[src/rtl/bdet_pkg.sv]
package bdet_pkg;
  typedef enum logic [1:0] {
    ST_IDLE   = 2'd0,
    ST_WAKE   = 2'd1,
    ST_DRAIN  = 2'd2,
    ST_RESULT = 2'd3
  } bdet_state_e;
endpackage

[src/rtl/bdet_phase_timer.sv]
module bdet_phase_timer #(
  parameter int CW = 10
) (
  input  logic          clk,
  input  logic          rst,
  input  logic          clr,
  input  logic          tick,
  input  logic [CW-1:0] limit,
  output logic          expire
);
  logic [CW-1:0] cnt_q;

  always_ff @(posedge clk) begin
    if (rst || clr) cnt_q <= '0;
    else if (tick)  cnt_q <= cnt_q + CW'(1);
  end

  assign expire = tick && (cnt_q == limit - CW'(1));


  cnt_range_chk: assert property (@(posedge clk) disable iff (rst)
    (limit != '0) |-> (cnt_q < limit));
endmodule

[src/rtl/bdet_fsm.sv]
module bdet_fsm
  import bdet_pkg::*;
#(
  parameter int WAKE_MS  = 500,
  parameter int DRAIN_MS = 1000,
  parameter int CW       = 10
) (
  input  logic          clk,
  input  logic          rst,
  input  logic          start_req,
  input  logic          timer_fault,
  input  logic          fb_near_reg,
  input  logic          fb_below_low,
  input  logic          expire,
  output bdet_state_e   state,
  output logic          fault_q,
  output logic          clr_timer,
  output logic [CW-1:0] limit,
  output logic          accept,
  output logic          set_present,
  output logic          set_absent
);
  bdet_state_e state_q, state_d;

  always_comb begin
    state_d     = state_q;
    accept      = 1'b0;
    set_present = 1'b0;
    set_absent  = 1'b0;
    case (state_q)
      ST_IDLE: begin
        if (start_req) begin
          state_d = ST_WAKE;
          accept  = 1'b1;
        end
      end
      ST_WAKE: begin
        if (fb_near_reg) begin
          state_d    = ST_RESULT;
          set_absent = 1'b1;
        end else if (expire) begin
          state_d = ST_DRAIN;
        end
      end
      ST_DRAIN: begin
        if (fb_below_low) begin
          state_d    = ST_RESULT;
          set_absent = 1'b1;
        end else if (expire) begin
          state_d     = ST_RESULT;
          set_present = 1'b1;
        end
      end
      default: state_d = ST_IDLE;
    endcase
    if (timer_fault) begin
      state_d     = ST_IDLE;
      accept      = 1'b0;
      set_present = 1'b0;
      set_absent  = 1'b0;
    end
  end

  always_ff @(posedge clk) begin
    if (rst) begin
      state_q <= ST_IDLE;
      fault_q <= 1'b0;
    end else begin
      state_q <= state_d;
      fault_q <= timer_fault;
    end
  end

  assign state     = state_q;
  assign limit     = (state_q == ST_WAKE) ? CW'(WAKE_MS) : CW'(DRAIN_MS);
  assign clr_timer = (state_d != state_q) ||
                     !((state_q == ST_WAKE) || (state_q == ST_DRAIN));


  start_accept_chk: assert property (@(posedge clk) disable iff (rst)
    (state_q == ST_IDLE && start_req && !timer_fault) |=> (state_q == ST_WAKE));

  fault_abort_chk: assert property (@(posedge clk) disable iff (rst)
    timer_fault |=> (state_q == ST_IDLE));

  result_exit_chk: assert property (@(posedge clk) disable iff (rst)
    (state_q == ST_RESULT) |=> (state_q == ST_IDLE));
endmodule

[src/rtl/bdet_verdict.sv]
module bdet_verdict (
  input  logic clk,
  input  logic rst,
  input  logic accept,
  input  logic set_present,
  input  logic set_absent,
  output logic present_q,
  output logic absent_q
);
  always_ff @(posedge clk) begin
    if (rst || accept) begin
      present_q <= 1'b0;
      absent_q  <= 1'b0;
    end else if (set_present) begin
      present_q <= 1'b1;
    end else if (set_absent) begin
      absent_q <= 1'b1;
    end
  end


  verdict_excl_chk: assert property (@(posedge clk) disable iff (rst)
    $onehot0({present_q, absent_q}));
endmodule

[src/rtl/bdet_seq.sv]
module bdet_seq
  import bdet_pkg::*;
#(
  parameter int WAKE_MS  = 500,
  parameter int DRAIN_MS = 1000
) (
  input  logic clk,
  input  logic rst,
  input  logic ms_tick,
  input  logic start_req,
  input  logic timer_fault,
  input  logic fb_near_reg,
  input  logic fb_below_low,
  output logic wake_chg_en,
  output logic drain_load_en,
  output logic fault_load_en,
  output logic det_done,
  output logic bat_present,
  output logic bat_absent
);
  localparam int MAXL = (WAKE_MS > DRAIN_MS) ? WAKE_MS : DRAIN_MS;
  localparam int CW   = $clog2(MAXL + 1);

  bdet_state_e   state;
  logic          fault_q, clr_timer, expire, accept, set_present, set_absent;
  logic [CW-1:0] limit;

  bdet_fsm #(.WAKE_MS(WAKE_MS), .DRAIN_MS(DRAIN_MS), .CW(CW)) u_fsm (
    .clk(clk), .rst(rst), .start_req(start_req), .timer_fault(timer_fault),
    .fb_near_reg(fb_near_reg), .fb_below_low(fb_below_low), .expire(expire),
    .state(state), .fault_q(fault_q), .clr_timer(clr_timer), .limit(limit),
    .accept(accept), .set_present(set_present), .set_absent(set_absent)
  );

  bdet_phase_timer #(.CW(CW)) u_timer (
    .clk(clk), .rst(rst), .clr(clr_timer), .tick(ms_tick),
    .limit(limit), .expire(expire)
  );

  bdet_verdict u_verdict (
    .clk(clk), .rst(rst), .accept(accept), .set_present(set_present),
    .set_absent(set_absent), .present_q(bat_present), .absent_q(bat_absent)
  );

  assign wake_chg_en   = (state == ST_WAKE);
  assign drain_load_en = (state == ST_DRAIN);
  assign det_done      = (state == ST_RESULT);
  assign fault_load_en = fault_q;


  done_pulse_chk: assert property (@(posedge clk) disable iff (rst)
    det_done |=> !det_done);

  drain_entry_chk: assert property (@(posedge clk) disable iff (rst)
    $rose(drain_load_en) |-> $past(wake_chg_en));

  present_src_chk: assert property (@(posedge clk) disable iff (rst)
    $rose(bat_present) |-> (det_done && $past(drain_load_en)));

  fault_quiet_chk: assert property (@(posedge clk) disable iff (rst)
    fault_load_en |-> !(wake_chg_en || drain_load_en || det_done));
endmodule

[config.mk]
export PLATFORM = sky130hd
export DESIGN_NAME = bdet_seq
export DESIGN_NICKNAME = d
export VERILOG_FILES = /design/src/rtl/bdet_pkg.sv /design/src/rtl/bdet_phase_timer.sv /design/src/rtl/bdet_fsm.sv /design/src/rtl/bdet_verdict.sv /design/src/rtl/bdet_seq.sv
export SDC_FILE = /design/constraint.sdc
export NUM_CORES = 1
export LEC_CHECK = 0
export BUFFER_PORTS_ARGS = -buffer_cell sky130_fd_sc_hd__buf_2
export CAP_MARGIN = 25
export CORE_MARGIN = 2
export CORE_UTILIZATION = 57
export CTS_BUF_LIST = sky130_fd_sc_hd__clkbuf_4 sky130_fd_sc_hd__clkbuf_8 sky130_fd_sc_hd__clkbuf_16
export CTS_CLUSTER_DIAMETER = 120
export DETAILED_ROUTE_END_ITERATION = 16
export PLACE_DENSITY = 0.78
export SLEW_MARGIN = 20
export SYNTH_ARGS = -nofsm -noshare
export SYNTH_HDL_FRONTEND = slang
export SYNTH_HIERARCHICAL = 1
export SYNTH_SLANG_ARGS = --single-unit
[constraint.sdc]
create_clock -name clk -period 4.3 [get_ports clk]
set_clock_uncertainty 0.1 [all_clocks]
set_input_delay 0 -clock clk [delete_from_list [all_inputs] [get_ports clk]]
set_output_delay 0 -clock clk [all_outputs]
set_load 0.05 [all_outputs]
# Word-level counts from Yosys, hierarchy flattened
# Cells that the tools add are included.
# Widths: inputs -> output; s select.
[totals]
elab_cells = 40
ff_bits = 15
inputBits = 7
output_inout_bits = 6
[op_classes]
addsub = 2
n_mux = 19
eq_ne = 5
n_reduce_logical = 8
bitwise_logic = 1
[ops]
columns = ["op", "count"]
rows = [
  ["$mux 2", 6],
  ["$add 10x1->10 const B", 1],
  ["$eq 10x10->1", 1],
  ["$mux 1", 10],
  ["$mux 10", 1],
  ["$sub 10x1->10 const B", 1],
  ["$pmux 2 s3", 1],
  ["$eq 2x2->1 const B", 2],
  ["$logic_or 1x1->1", 4],
  ["$eq 2x1->1 const B", 1],
  ["$logic_not 2->1", 1],
  ["$ne 2x2->1", 1],
  ["$pmux 1 s2", 1],
  ["$reduce_and 2->1", 1],
  ["$logic_and 1x1->1", 1],
  ["$logic_not 1->1", 1],
  ["$not 1->1", 1],
]

# Depth between registers and ports, before layout
# Gate-level depths: netlist of run 1.
[depth]
ltp_word = 12
ltp_mapped = 15
ltp_nobuf = 13

# Modules after synthesis
# The synthesis of run 1 kept the hierarchy.
[by_module_without_submodules]
columns = ["module", "cells_each", "n_inst", "area_per_inst_um2", "seq_area_each_um2"]
rows = [
  ["bdet_phase_timer", 97, 1, 764.5, 200.2],
  ["bdet_fsm", 46, 1, 352.8, 60.1],
  ["bdet_verdict", 6, 1, 65.1, 40.0],
  ["bdet_seq", 3, 1, 22.5, 0.0],
]

# Least setup slack after synthesis of run 1
# OpenSTA, ideal clock, no wires.
[synth_timing]
path_kind = "register -> register"
from = "register u_fsm.state_q[0] (netlist: u_fsm/state[0])"
to = "register u_timer.cnt_q[0]"
path_stages_with_launch = 15
required_time_ns = 4.072
setup_time_ns = 0.128
arrival_time_ns = 3.284
slack_ns = 0.789
n_path_buf = 2
period_less_slack_ns = 3.511
cell_sequence = "dfxtp_1 ha_1 inv_1 or3_1 clkbuf_1 nor4_1 o22ai_1 nor4_1 o21a_1 nor2_1 or4_1 nand3_1 or2_2 clkbuf_1 nor2_1"
[synth_between]
elab_chain_cells = 12
elab_cells_between_ends = 19
classes_between = "add/sub (1); eq/ne (4); mux (8); reduce/logical (6)"
[synth_rtl]
columns = ["element", "line", "rtl"]
rows = [
  ["start: declaration", "bdet_fsm.sv:23", "bdet_state_e state_q, state_d;"],
  ["start signal: assignment", "bdet_fsm.sv:69", "state_q <= state_d;"],
  ["$eq 2x1->1 (*)", "bdet_fsm.sv:75", "assign limit = (state_q == ST_WAKE) ? CW'(WAKE_MS) : CW'(DRAIN_MS);"],
  ["$mux 10 (*)", "bdet_fsm.sv:75", ""],
  ["net limit[2]", "bdet_seq.sv:26", "logic [CW-1:0] limit;"],
  ["$sub 10x1->10 (*)", "bdet_phase_timer.sv:18", "assign expire = tick && (cnt_q == limit - CW'(1));"],
  ["$eq 10x10->1 (*)", "bdet_phase_timer.sv:18", ""],
  ["$logic_and 1x1->1 (*)", "bdet_phase_timer.sv:18", ""],
  ["net expire", "bdet_seq.sv:25", "logic fault_q, clr_timer, expire, accept, set_present, set_absent;"],
  ["$mux 2 (on tied branches)", "bdet_fsm.sv:49, bdet_fsm.sv:41", ""],
  ["$mux 2 (on tied branches)", "bdet_fsm.sv:46, bdet_fsm.sv:38", ""],
  ["$pmux 2 s3 (*)", "bdet_fsm.sv:30", "case (state_q)"],
  ["$mux 2 (*)", "bdet_fsm.sv:56", "if (timer_fault) begin"],
  ["$ne 2x2->1 (*)", "bdet_fsm.sv:76", "assign clr_timer = (state_d != state_q) ||"],
  ["$logic_or 1x1->1 (*)", "bdet_fsm.sv:76", ""],
  ["net clr_timer", "bdet_seq.sv:25", ""],
  ["$logic_or 1x1->1 (*)", "bdet_phase_timer.sv:14", "if (rst || clr) cnt_q <= '0;"],
  ["end signal: assignment", "bdet_phase_timer.sv:15", "else if (tick) cnt_q <= cnt_q + CW'(1);"],
  ["end: declaration", "bdet_phase_timer.sv:11", "logic [CW-1:0] cnt_q;"],
]
# The timed path passes the listed nets; every way through them passes the cells marked *.
# A chain may end at the register's enable or synchronous reset.

# Final worst setup path of run 1
[layout_timing]
from = "register u_fsm.state_q[0] (netlist: u_fsm/state[0])"
to = "register u_timer.cnt_q[1]"
# The elaborated chain is that of the path after synthesis.

==> summary.md, run 1 <==
| Metric | Value |
|---|---|
| Drt pass-1 iters | 4 |
| Layout Nets | 180 |
| Final GP Congestion | 0.9676 |
| PD cells | 218.6 nW/um^2 |
| Chip Width | 49.98 um |
| Async SR Flop Fraction | 0 |
| Synth Flop Type | dfxtp_1 |
| Clock latency on the worst-skew pair | ~290 ps |
| Final wirelength | roughly 2.5 mm |
| Synth cell types | 42 |
| DR WL/cell | 12.79 um |
| Max Root-Sink Buffers | 2 |
| Slew HR | 0.6294 |
| Leakage | 0.4758 nW |
| Setup Viol. Count Final | 0 |
| Setup bufs post-CTS | 0 |
| Share of cells above drive strength 1 | 0.1506 |
| Hold Vio Cnt, Final | 0 |
| Syn Std Cell Area | 1205 um^2 |
| CP Class | flop to flop |
| Gr usage total | 0.2306 |
| CORE AREA | 1982 um^2 |
| Synth Warn # | 6 |
| Residual DRC | 0 |
| Port Buffers | 12 |
| Die area | between 2000 and 2500 um^2 |
| H-tree levels | 1 |
| Remaining antenna violation count | 0 |
| Outcome | finished clean |
| Seq/Total Area, Yosys | 0.2492 |
| Peak supply drop | 0.2421 mV |
| Row count | 16 |
| Synth Area per Inst | 7.927 um^2 |
| First-pass GRT wire length | 4.409 mm |
| Post-synthesis cell count | 152 |
| Clock-pin slew on the worst setup and hold paths | ~90 ps |
| RSZ-0062 raised after global routing | false |
| Root Buffer | clkbuf_4 |
| Final Cycle Share | 0.8880 |
| Req. time, crit path | between 4000 and 5000 ps |
| Worst Tran Pin Value | 550.9 ps |
| Final worst path period need | 3818 ps |
| Critical Path AT | 3900 ps |
| Largest net degree at the start of global routing | 16 |
| Max-slew violation count | 0 |
| Via count | approximately 1100 |
| Total gr overflow | 0 |
| HP Class | primary input to flop |
| Clock Sinks | 15 |
| Fmax | 261.9 MHz |
| Num ports | 13 |
| EDFF count, synth | 0 |
| Fill count | between 150 and 200 |
| Die Ht | 49.98 um |
| DP Worst Slack | 501.1 ps |
| CTS buffer count | 3 |
| CTS tree | built |
| Final worst slack | 481.7 ps |
| Yosys reg bits | 15 |
| HPWL after DPL | 1.871 mm |
| CP endpoint kind | flop |
| Crit path max fanout | 15 |
| Vias in the first global route | 1048 |
| Starting Density | 0.6080 |
| Max Cap Violations | 0 |
| Number of vias per cell | 5.596 |
| Synthesis-to-finish area growth | 10.28% |
| Worst setup SP type | flop |
| Antenna violations before repair | 0 |
| Setup TNS | 0 ps |
| Drt first-iter violations | 32 |
| N_diodes | 0 |
-- cell families after synthesis --
| family | after synthesis | share of synthesized area |
|---|---|---|
| simple gates | 68 | 0.3271 |
| compound gates | 25 | 0.1423 |
| buf+inv | 18 | 0.08099 |
| xor+xnor | 17 | 0.1236 |
| flops | 15 | 0.2492 |
| fa+ha+maj | 6 | 0.06230 |
| other cells | 2 | 0.006233 |
| mux | 1 | 0.008308 |
-- per-stage QoR --
| stage | total power [mW] | hold WS, ps | cells | instance area, um^2 | util |
|---|---|---|---|---|---|
| after CTS | 0.2891 | 14.13 | 193 | 1329 | 0.6705 |
| final | 0.2905 | 11.21 | 193 | 1329 | 0.6705 |
| after global routing | 0.3036 | 59.73 | 193 | 1329 | 0.6705 |
| after detailed placement | 0.1983 | 107.9 | 183 | 1239 | 0.6250 |
| after floorplan | 0.1936 | -28.39 | 156 | 1220 | - |
| after global placement | 0.1970 | 107.8 | 183 | 1239 | 0.6250 |
-- cell usage in the layout (no fill, tap or decap), types with 2 or more instances in the layout --
cell type / count
dfxtp_1: 15
buf_2: 12
nor2_1: 12
nor4_1: 10
xnor2_1: 10
nand2_1: 8
xor2_1: 7
dlygate4sd3_1: 6
inv_1: 6
a21oi_1: 6
ha_1: 6
conb_1: 6
nor2b_1: 5
nand2b_1: 5
nand3_1: 5
nor3_1: 5
o21ai_0: 5
clkbuf_4: 4
or3_1: 4
o21a_1: 3
o22ai_1: 2
a31oi_1: 2
nand4_1: 2
-- flip-flops by register name, indices dropped and copies added (netlist names) --
register and flops:
u_verdict/present_q 1, u_timer/cnt_q 10, u_fsm/state 2, u_fsm/fault_q 1, u_verdict/absent_q 1
-- final cells by class --
class | count | area, um^2 | share of cell area
Sequential cell | 15 | 300.3 | 0.2260
Tap cell | 27 | 33.78 | 0.02542
Inverter | 6 | 22.52 | 0.01695
Clock buffer | 4 | 30.03 | 0.02260
Multi-Input combinational cell | 123 | 822.0 | 0.6186
Timing Repair Buffer | 18 | 120.1 | 0.09040
-- cells in the mapped netlist, types with 2 or more instances --
master,count,share of area
nand2b_1,5,0.026
xnor2_1,10,0.073
dfxtp_1,15,0.25
nor2_1,12,0.037
nand2_1,8,0.025
o22ai_1,2,0.010
nor2b_1,5,0.026
o21ai_0,5,0.021
conb_1,2,0.0062
nand3_1,5,0.021
xor2_1,7,0.051
clkbuf_1,4,0.012
a21oi_1,6,0.025
inv_1,6,0.019
nor4_1,10,0.052
ha_1,6,0.062
a31oi_1,2,0.010
nand4_1,2,0.010
or3_1,4,0.021
buf_4,8,0.050
o21a_1,3,0.019
nor3_1,5,0.021
-- critical path, stage by stage (launching register included) --
cell and delay, ps:
dfxtp_1 480, ha_1 490, inv_1 210, xnor2_1 240, xnor2_1 100, or4b_1 480
nor4_1 540, o21a_1 210, nor2_1 50, or4_1 410, nand3_1 100, or2_2 220
nor2_1 80
-- routing by layer --
layer,vias up,part of all wire,GRT usage
met1,505,0.48,0.2873
li1,550,-,-
met4,0,0.013,0.09722
met3,4,0.036,0.02727
met2,21,0.47,0.3978
met5,-,0,0
-- final timing paths --
check                      startpoint                   to  slack (ps)  cells past startpoint
setup / recovery       u_fsm/state[0]     u_timer/cnt_q[1]         480                     12
hold / removal              start_req       u_fsm/state[1]          10                      4
setup reg to reg       u_fsm/state[0]     u_timer/cnt_q[1]         480                     12
hold reg to reg   u_verdict/present_q  u_verdict/present_q         370                      1
-- repair_timing --
action,in CTS,in global routing
setup endpoints to repair,0,0
endpoints found under the hold margin,7,0
hold buffers,6,0
gates resized for setup,0,0
-- where the power goes --
group          internal, mW  switching (mW)  total, mW
clock network        0.0424          0.0462     0.0886
logic                0.0249          0.0344     0.0593
registers             0.140         0.00225      0.143
Note: power is estimated with default switching activity, not from simulation.
==> inputs of run 2 (changes only) <==
--- a/config.mk
+++ b/config.mk
@@ -12,7 +12,9 @@
 export CTS_BUF_LIST = sky130_fd_sc_hd__clkbuf_4 sky130_fd_sc_hd__clkbuf_8 sky130_fd_sc_hd__clkbuf_16
 export CTS_CLUSTER_DIAMETER = 120
 export DETAILED_ROUTE_END_ITERATION = 16
+export GPL_TIMING_DRIVEN = 0
 export PLACE_DENSITY = 0.78
+export SKIP_LAST_GASP = 1
 export SLEW_MARGIN = 20
 export SYNTH_ARGS = -nofsm -noshare
 export SYNTH_HDL_FRONTEND = slang
==> run 2 against run 1 <==
Compared with the run above:
- clock-buffer cell count unchanged
- global-route usage decreased by 1.2 points
- final cell count increased by 4.7%
- critical path depth increased by 1
- sequential share of layout area decreased by 1.1 points
- non-clock buffer count increased by 9
==> summary.md, run 2 (synthesized netlist as in run 1, its figures left out) <==
| Metric | Value |
|---|---|
| Crit path max fanout | 13 (-2) |
| Num ports | 13 (unchanged) |
| Max Root-Sink Buffers | 2 (unchanged) |
| Largest net degree at the start of global routing | 14 (-2) |
| Drt first-iter violations | 35 (+9.4%) |
| Number of vias per cell | 5.426 (-3.0%) |
| Commonest non-fill, non-tap cell in the layout | dfxtp_1 |
| Final wirelength | 2.370 mm (-4.0%) |
| Row count | 16 (unchanged) |
| Leakage | 0.5073 nW (+6.6%) |
| Synthesis-to-finish area growth | 15.68% |
| Remaining antenna violation count | 0 (unchanged) |
| CP endpoint kind | flop |
| Most frequent cells in the layout | dfxtp_1 (15), nor2_1 (12), buf_2 (11) |
| Worst setup SP type | flop |
| Gr usage total | 0.2190 (-0.01165) |
| WHS Endpoint | u_fsm/state[1] |
| R2r setup slk | 640 ps (+160 ps) |
| Setup TNS | 0 ps (unchanged) |
| Die Ht | 49.98 um (unchanged) |
| Fill count | 164 (-7.3%) |
| Peak supply drop | 0.2001 mV (-17%) |
| R2R Path Start | u_fsm/state[0] |
| Critical Path AT | 3720 ps (-180 ps) |
| Multi-input gate area in the final layout | 830.8 um^2 (+1.1%) |
| Req. time, crit path | 4370 ps (about the same) |
| CORE AREA | 1982 um^2 (unchanged) |
| PD cells | 210.1 nW/um^2 (-3.9%) |
| Met2 wire length | 1.122 mm (-4.3%) |
| Setup bufs post-CTS | 0 (unchanged) |
| Hold Vio Cnt, Final | 0 (unchanged) |
| HPWL after DPL | 1.801 mm (-3.7%) |
| Uppermost routed layer | met4 |
| Root Buffer | clkbuf_4 |
| Drt pass-1 iters | 4 (unchanged) |
| Hold Worst Slack | 50.86 ps (+39.66 ps) |
| Hold path cells | 4 (unchanged) |
| Clock latency on the worst-skew pair | 280 ps (about the same) |
| Die area | 2498 um^2 (unchanged) |
| Port Buffers | 11 (-1) |
| Residual DRC | 0 (unchanged) |
| Max Cap Violations | 0 (unchanged) |
| Fmax | 273.5 MHz (+4.4%) |
| Chip Width | 49.98 um (unchanged) |
| Largest register FFs | 10 (unchanged) |
| Setup Viol. Count Final | 0 (unchanged) |
| Via count | 1096 (+1.5%) |
| DR WL/cell | 11.73 um (-8.3%) |
| Total gr overflow | 0 (unchanged) |
| Layout Nets | 189 (+5.0%) |
| CTS buffer count | 3 (unchanged) |
| Starting Density | 0.6080 (unchanged) |
| Outcome | finished clean |
| Top reg by flops | u_timer/cnt_q |
| Antenna violations before repair | 0 (unchanged) |
| CTS tree | built |
| HP Start | fb_near_reg |
| Final Cycle Share | 0.8503 (-0.03766) |
| Routed met1 length | 1.076 mm (-8.7%) |
| DR WL met3 | 143 um (+63%) |
| Vias in the first global route | 1028 (-1.9%) |
| Register area | 300.3 um^2 (unchanged) |
| CP Class | flop to flop |
| H-tree levels | 1 (unchanged) |
| First-pass GRT wire length | 4.312 mm (-2.2%) |
| Clock Sinks | 15 (unchanged) |
| Reg2reg path depth | 13 (+1) |
| N_diodes | 0 (unchanged) |
| Clock-pin slew on the worst setup and hold paths | 90 ps (about the same) |
| Overall Power | 292.9 uW (+0.81%) |
| RSZ-0062 raised after global routing | false |
| Final worst path period need | 3656 ps (-161.9 ps) |
| Worst R2R End | u_timer/cnt_q[2] |
| Max-slew violation count | 0 (unchanged) |
| Final GP Congestion | 0.9140 (-5.5%) |
| Share of cells above drive strength 1 | 0.1943 (+0.04368) |
| HP Class | primary input to flop |
## run 2: cell types whose count changed in the layout (fill, tap and decap cells not counted)
cell / before / now
clkbuf_1: 0 / 3
dlygate4sd3_1: 6 / 5
ha_2: 0 / 1
nor4_2: 0 / 1
nor4_1: 10 / 9
buf_2: 12 / 11
ha_1: 6 / 5
buf_4: 0 / 8
## run 2: worst max-delay path by stage
stage	cells past startpoint	start	to	slack, ps
finish	13	u_fsm/state[0]	u_timer/cnt_q[2]	640
global route	13	u_fsm/state[0]	u_timer/cnt_q[2]	260
CTS	14	u_fsm/state[0]	u_timer/cnt_q[2]	90
detailed placement	14	u_fsm/state[0]	u_timer/cnt_q[2]	120
global placement	14	u_fsm/state[0]	u_timer/cnt_q[2]	280
floorplan	14	u_fsm/state[0]	u_timer/cnt_q[0]	790
## run 2: power breakdown
group / internal [mW] / leakage, nW / total (mW) / switching, mW
clock: 0.0423 / 0.0184 / 0.0851 / 0.0428
sequential: 0.140 / 0.121 / 0.143 / 0.00237
combinational: 0.0296 / 0.368 / 0.0650 / 0.0355
## run 2: cell type report
cell class	count	area share
multi-input combinational	123	0.5960
sequential	15	0.2154
tap	27	0.02424
timing repair buffer	16	0.07540
clock buffer	4	0.02154
inverter	6	0.01616
buffer	11	0.05117
## run 2: through the flow
stage | util | setup WS [ps] | area (um^2) | cells
global placement | 0.6604 | 279.4 | 1309 | 194
finish | 0.7033 | 643.6 | 1394 | 202
floorplan | - | 788.8 | 1220 | 156
CTS | 0.7008 | 87.46 | 1389 | 203
detailed placement | 0.6604 | 123.8 | 1309 | 194
global route | 0.7033 | 261.6 | 1394 | 202
## run 2: routing by layer
| layer | vias to the layer above | global-route usage |
|---|---|---|
| met5 | - | 0 |
| met4 | 0 | 0.06481 |
| met3 | 4 | 0.03636 |
| met2 | 32 | 0.3444 |
| met1 | 489 | 0.3058 |
| li1 | 571 | - |
## run 2: worst max-delay path, cell delays in order (launching register included)
cell and delay (ps):
dfxtp_1 500, ha_2 370, inv_1 160, or3_1 360, clkbuf_1 160, nor4_1 250
o22ai_1 130, nor4_2 460, o21a_1 200, nor2_1 50, or4_1 400, nand3_1 90
or2_2 230, nor2_1 80
## run 2: what timing repair did
item,CTS,global route
endpoints found under the setup margin,0,10
hold buffers,5,0
endpoints found under the hold margin,5,0
resized for setup,0,2
==> inputs of run 3 (changes only) <==
--- a/config.mk
+++ b/config.mk
@@ -8,12 +8,12 @@
 export BUFFER_PORTS_ARGS = -buffer_cell sky130_fd_sc_hd__buf_2
 export CAP_MARGIN = 25
 export CORE_MARGIN = 2
-export CORE_UTILIZATION = 57
+export CORE_UTILIZATION = 60
 export CTS_BUF_LIST = sky130_fd_sc_hd__clkbuf_4 sky130_fd_sc_hd__clkbuf_8 sky130_fd_sc_hd__clkbuf_16
 export CTS_CLUSTER_DIAMETER = 120
 export DETAILED_ROUTE_END_ITERATION = 16
 export GPL_TIMING_DRIVEN = 0
-export PLACE_DENSITY = 0.78
+export PLACE_DENSITY = 0.81
 export SKIP_LAST_GASP = 1
 export SLEW_MARGIN = 20
 export SYNTH_ARGS = -nofsm -noshare
==> constraint.sdc (replaced) <==
create_clock -name clk -period 4.7 [get_ports clk]
set_clock_uncertainty 0.1 [all_clocks]
set_input_delay 0 -clock clk [delete_from_list [all_inputs] [get_ports clk]]
set_output_delay 0 -clock clk [all_outputs]
set_load 0.05 [all_outputs]
==> run 3 against run 2 <==
Compared with the run above:
- fmax shrank 14%
- setup slack got worse by 180 ps
- final cell count is 0.50% higher
- clock power is 4.6% lower
- utilization rose by 1.9 points
- global-route usage grew 1.3 points
- sequential cell count unchanged
- non-clock buffer count up 1
- routed wire length increased by 2.0%
- register-to-register slack got worse by 180 ps
- largest cell class unchanged
- highest routed layer unchanged
==> summary.md, run 3 (synthesized netlist as in run 1, its figures left out) <==
| Metric | Value |
|---|---|
| Root Buffer | clkbuf_4 |
| DP Worst Slack | 555.7 ps (+431.9 ps) |
| Most frequent cells in the layout | dfxtp_1 (15), nor2_1 (12), buf_2 (11) |
| Final Cycle Share | 0.9014 (+0.05106) |
| Vias in the first global route | 1047 (+1.8%) |
| Clock latency on the worst-skew pair | 290 ps (about the same) |
| CP endpoint kind | flop |
| Synthesis-to-finish area growth | 15.26% |
| CP Class | flop to flop |
| Setup bufs post-CTS | 0 (unchanged) |
| Gr usage total | 0.2324 (+0.01341) |
| CTS tree | built |
| Post-DP Area | 1309 um^2 (unchanged) |
| Clock-pin slew on the worst setup and hold paths | 90 ps (about the same) |
| Fmax | 236.0 MHz (-14%) |
| Residual DRC | 0 (unchanged) |
| Cell Chain, Critical Path | ha_1 > inv_1 > or3_1 > clkbuf_1 > nor4_1 > o22ai_1 > nor4_1 > o21a_1 > nor2_1 > or4_1 > nand3_1 > or2_2 > clkbuf_1 > nor2_1 |
| CP Buf/Inv Count | 3 (+1) |
| Total gr overflow | 0 (unchanged) |
| Drt pass-1 iters | 4 (unchanged) |
| N_diodes | 0 (unchanged) |
| First-pass GRT wire length | 4.381 mm (+1.6%) |
| Die area | 2382 um^2 (-4.6%) |
| Num ports | 13 (unchanged) |
| Hold Vio Cnt, Final | 0 (unchanged) |
| Top delay family on crit path | simple AND/OR/NAND/NOR gates |
| Chip Width | 48.81 um (-2.3%) |
| HPWL after DPL | 1.751 mm (-2.8%) |
| Drt first-iter violations | 33 (-5.7%) |
| Die Ht | 48.81 um (-2.3%) |
| Crit path max fanout | 13 (unchanged) |
| Max stage delay on crit path | 660 ps (+160 ps) |
| Worst Tran Pin Value | 738.8 ps |
| # resized after CTS | 0 (unchanged) |
| Port Buffers | 11 (unchanged) |
| Max-slew violation count | 0 (unchanged) |
| Critical Path AT | 4310 ps (+590 ps) |
| Largest register FFs | 10 (unchanged) |
| Leakage | 0.5095 nW (+0.44%) |
| Remaining antenna violation count | 0 (unchanged) |
| Max Root-Sink Buffers | 2 (unchanged) |
| Peak supply drop | 0.2337 mV (+17%) |
| Antenna violations before repair | 0 (unchanged) |
| Number of vias per cell | 5.552 (+2.3%) |
| Largest net degree at the start of global routing | 14 (unchanged) |
| Clock Sinks | 15 (unchanged) |
| Slew HR | 0.5029 |
| PD cells | 195.2 nW/um^2 (-7.1%) |
| RSZ-0062 raised after global routing | false |
| Share of cells above drive strength 1 | 0.1818 (-0.01247) |
| CP max-delay cell | nor4_1 |
| Final GP Congestion | 0.8736 (-4.4%) |
| DR WL/cell | 11.91 um (+1.5%) |
| Final instance area | 1389 um^2 (-0.36%) |
| Via count | 1127 (+2.8%) |
| Layout Nets | 190 (+0.53%) |
| Req. time, crit path | 4770 ps (+400 ps) |
| Top reg by flops | u_timer/cnt_q |
| Starting Density | 0.6270 (+0.01900) |
| CORE AREA | 1922 um^2 (-3.0%) |
| Cts hold-fix bufs | 5 (unchanged) |
| Final wirelength | 2.418 mm (+2.0%) |
| Final worst path period need | 4236 ps (+580.1 ps) |
| CTS buffer count | 3 (unchanged) |
| Commonest non-fill, non-tap cell in the layout | dfxtp_1 |
| Worst setup SP type | flop |
| Outcome | finished clean |
| Row count | 16 (unchanged) |
| Max Cap Violations | 0 (unchanged) |
| Setup TNS | 0 ps (unchanged) |
| HP Class | primary input to flop |
| H-tree levels | 1 (unchanged) |
| Hold Worst Slack | 12.36 ps (-38.50 ps) |
| Final worst slack | 463.5 ps (-180.1 ps) |
| Setup Viol. Count Final | 0 (unchanged) |
run 3: cell types whose count changed in the layout (fill, tap and decap cells not counted), sizes merged:
cell | before | now
clkbuf | 7 | 8
run 3: layout make-up:
class | count | area [um^2]
inverters | 6 | 22.52
multi-input cells | 123 | 822.0
fillers | 169 | 533.0
well taps | 27 | 33.78
flip-flops and latches | 15 | 300.3
repair buffers | 16 | 105.1
plain buffers | 12 | 75.07
clock buffers | 4 | 30.03
run 3: worst paths after layout:
| check | cells after the start | start | slack (ps) | end |
|---|---|---|---|---|
| worst max register to register | 14 | u_fsm/state[0] | 460 | u_timer/cnt_q[0] |
| worst max-delay path | 14 | u_fsm/state[0] | 460 | u_timer/cnt_q[0] |
| worst min register to register | 1 | u_verdict/present_q | 370 | u_verdict/present_q |
| worst min-delay path | 4 | fb_near_reg | 10 | u_fsm/state[1] |
run 3: per-layer routing:
layer | vias up | track usage | share of wire
met2 | 28 | 0.3721 | 0.45
met3 | 6 | 0.03067 | 0.035
li1 | 575 | - | -
met4 | 0 | 0.1286 | 0.026
met1 | 518 | 0.3023 | 0.48
met5 | - | 0 | 0
run 3: worst min-delay path, cell delays in order:
cell and delay (ps):
buf_2 100, o21a_1 100, nor2_1 50, a21oi_1 120
run 3: per-stage QoR:
| stage | util | std cells | total power, mW |
|---|---|---|---|
| after floorplan | - | 156 | 0.1771 |
| after global placement | 0.6810 | 194 | 0.1853 |
| after detailed placement | 0.6810 | 194 | 0.1867 |
| after CTS | 0.7227 | 203 | 0.2684 |
| after global routing | 0.7227 | 203 | 0.2818 |
| final | 0.7227 | 203 | 0.2711 |
run 3: where the power goes:
part | internal, mW | total, mW | switching (mW)
clock network | 0.0388 | 0.0812 | 0.0424
logic | 0.0269 | 0.0593 | 0.0324
registers | 0.128 | 0.131 | 0.00215
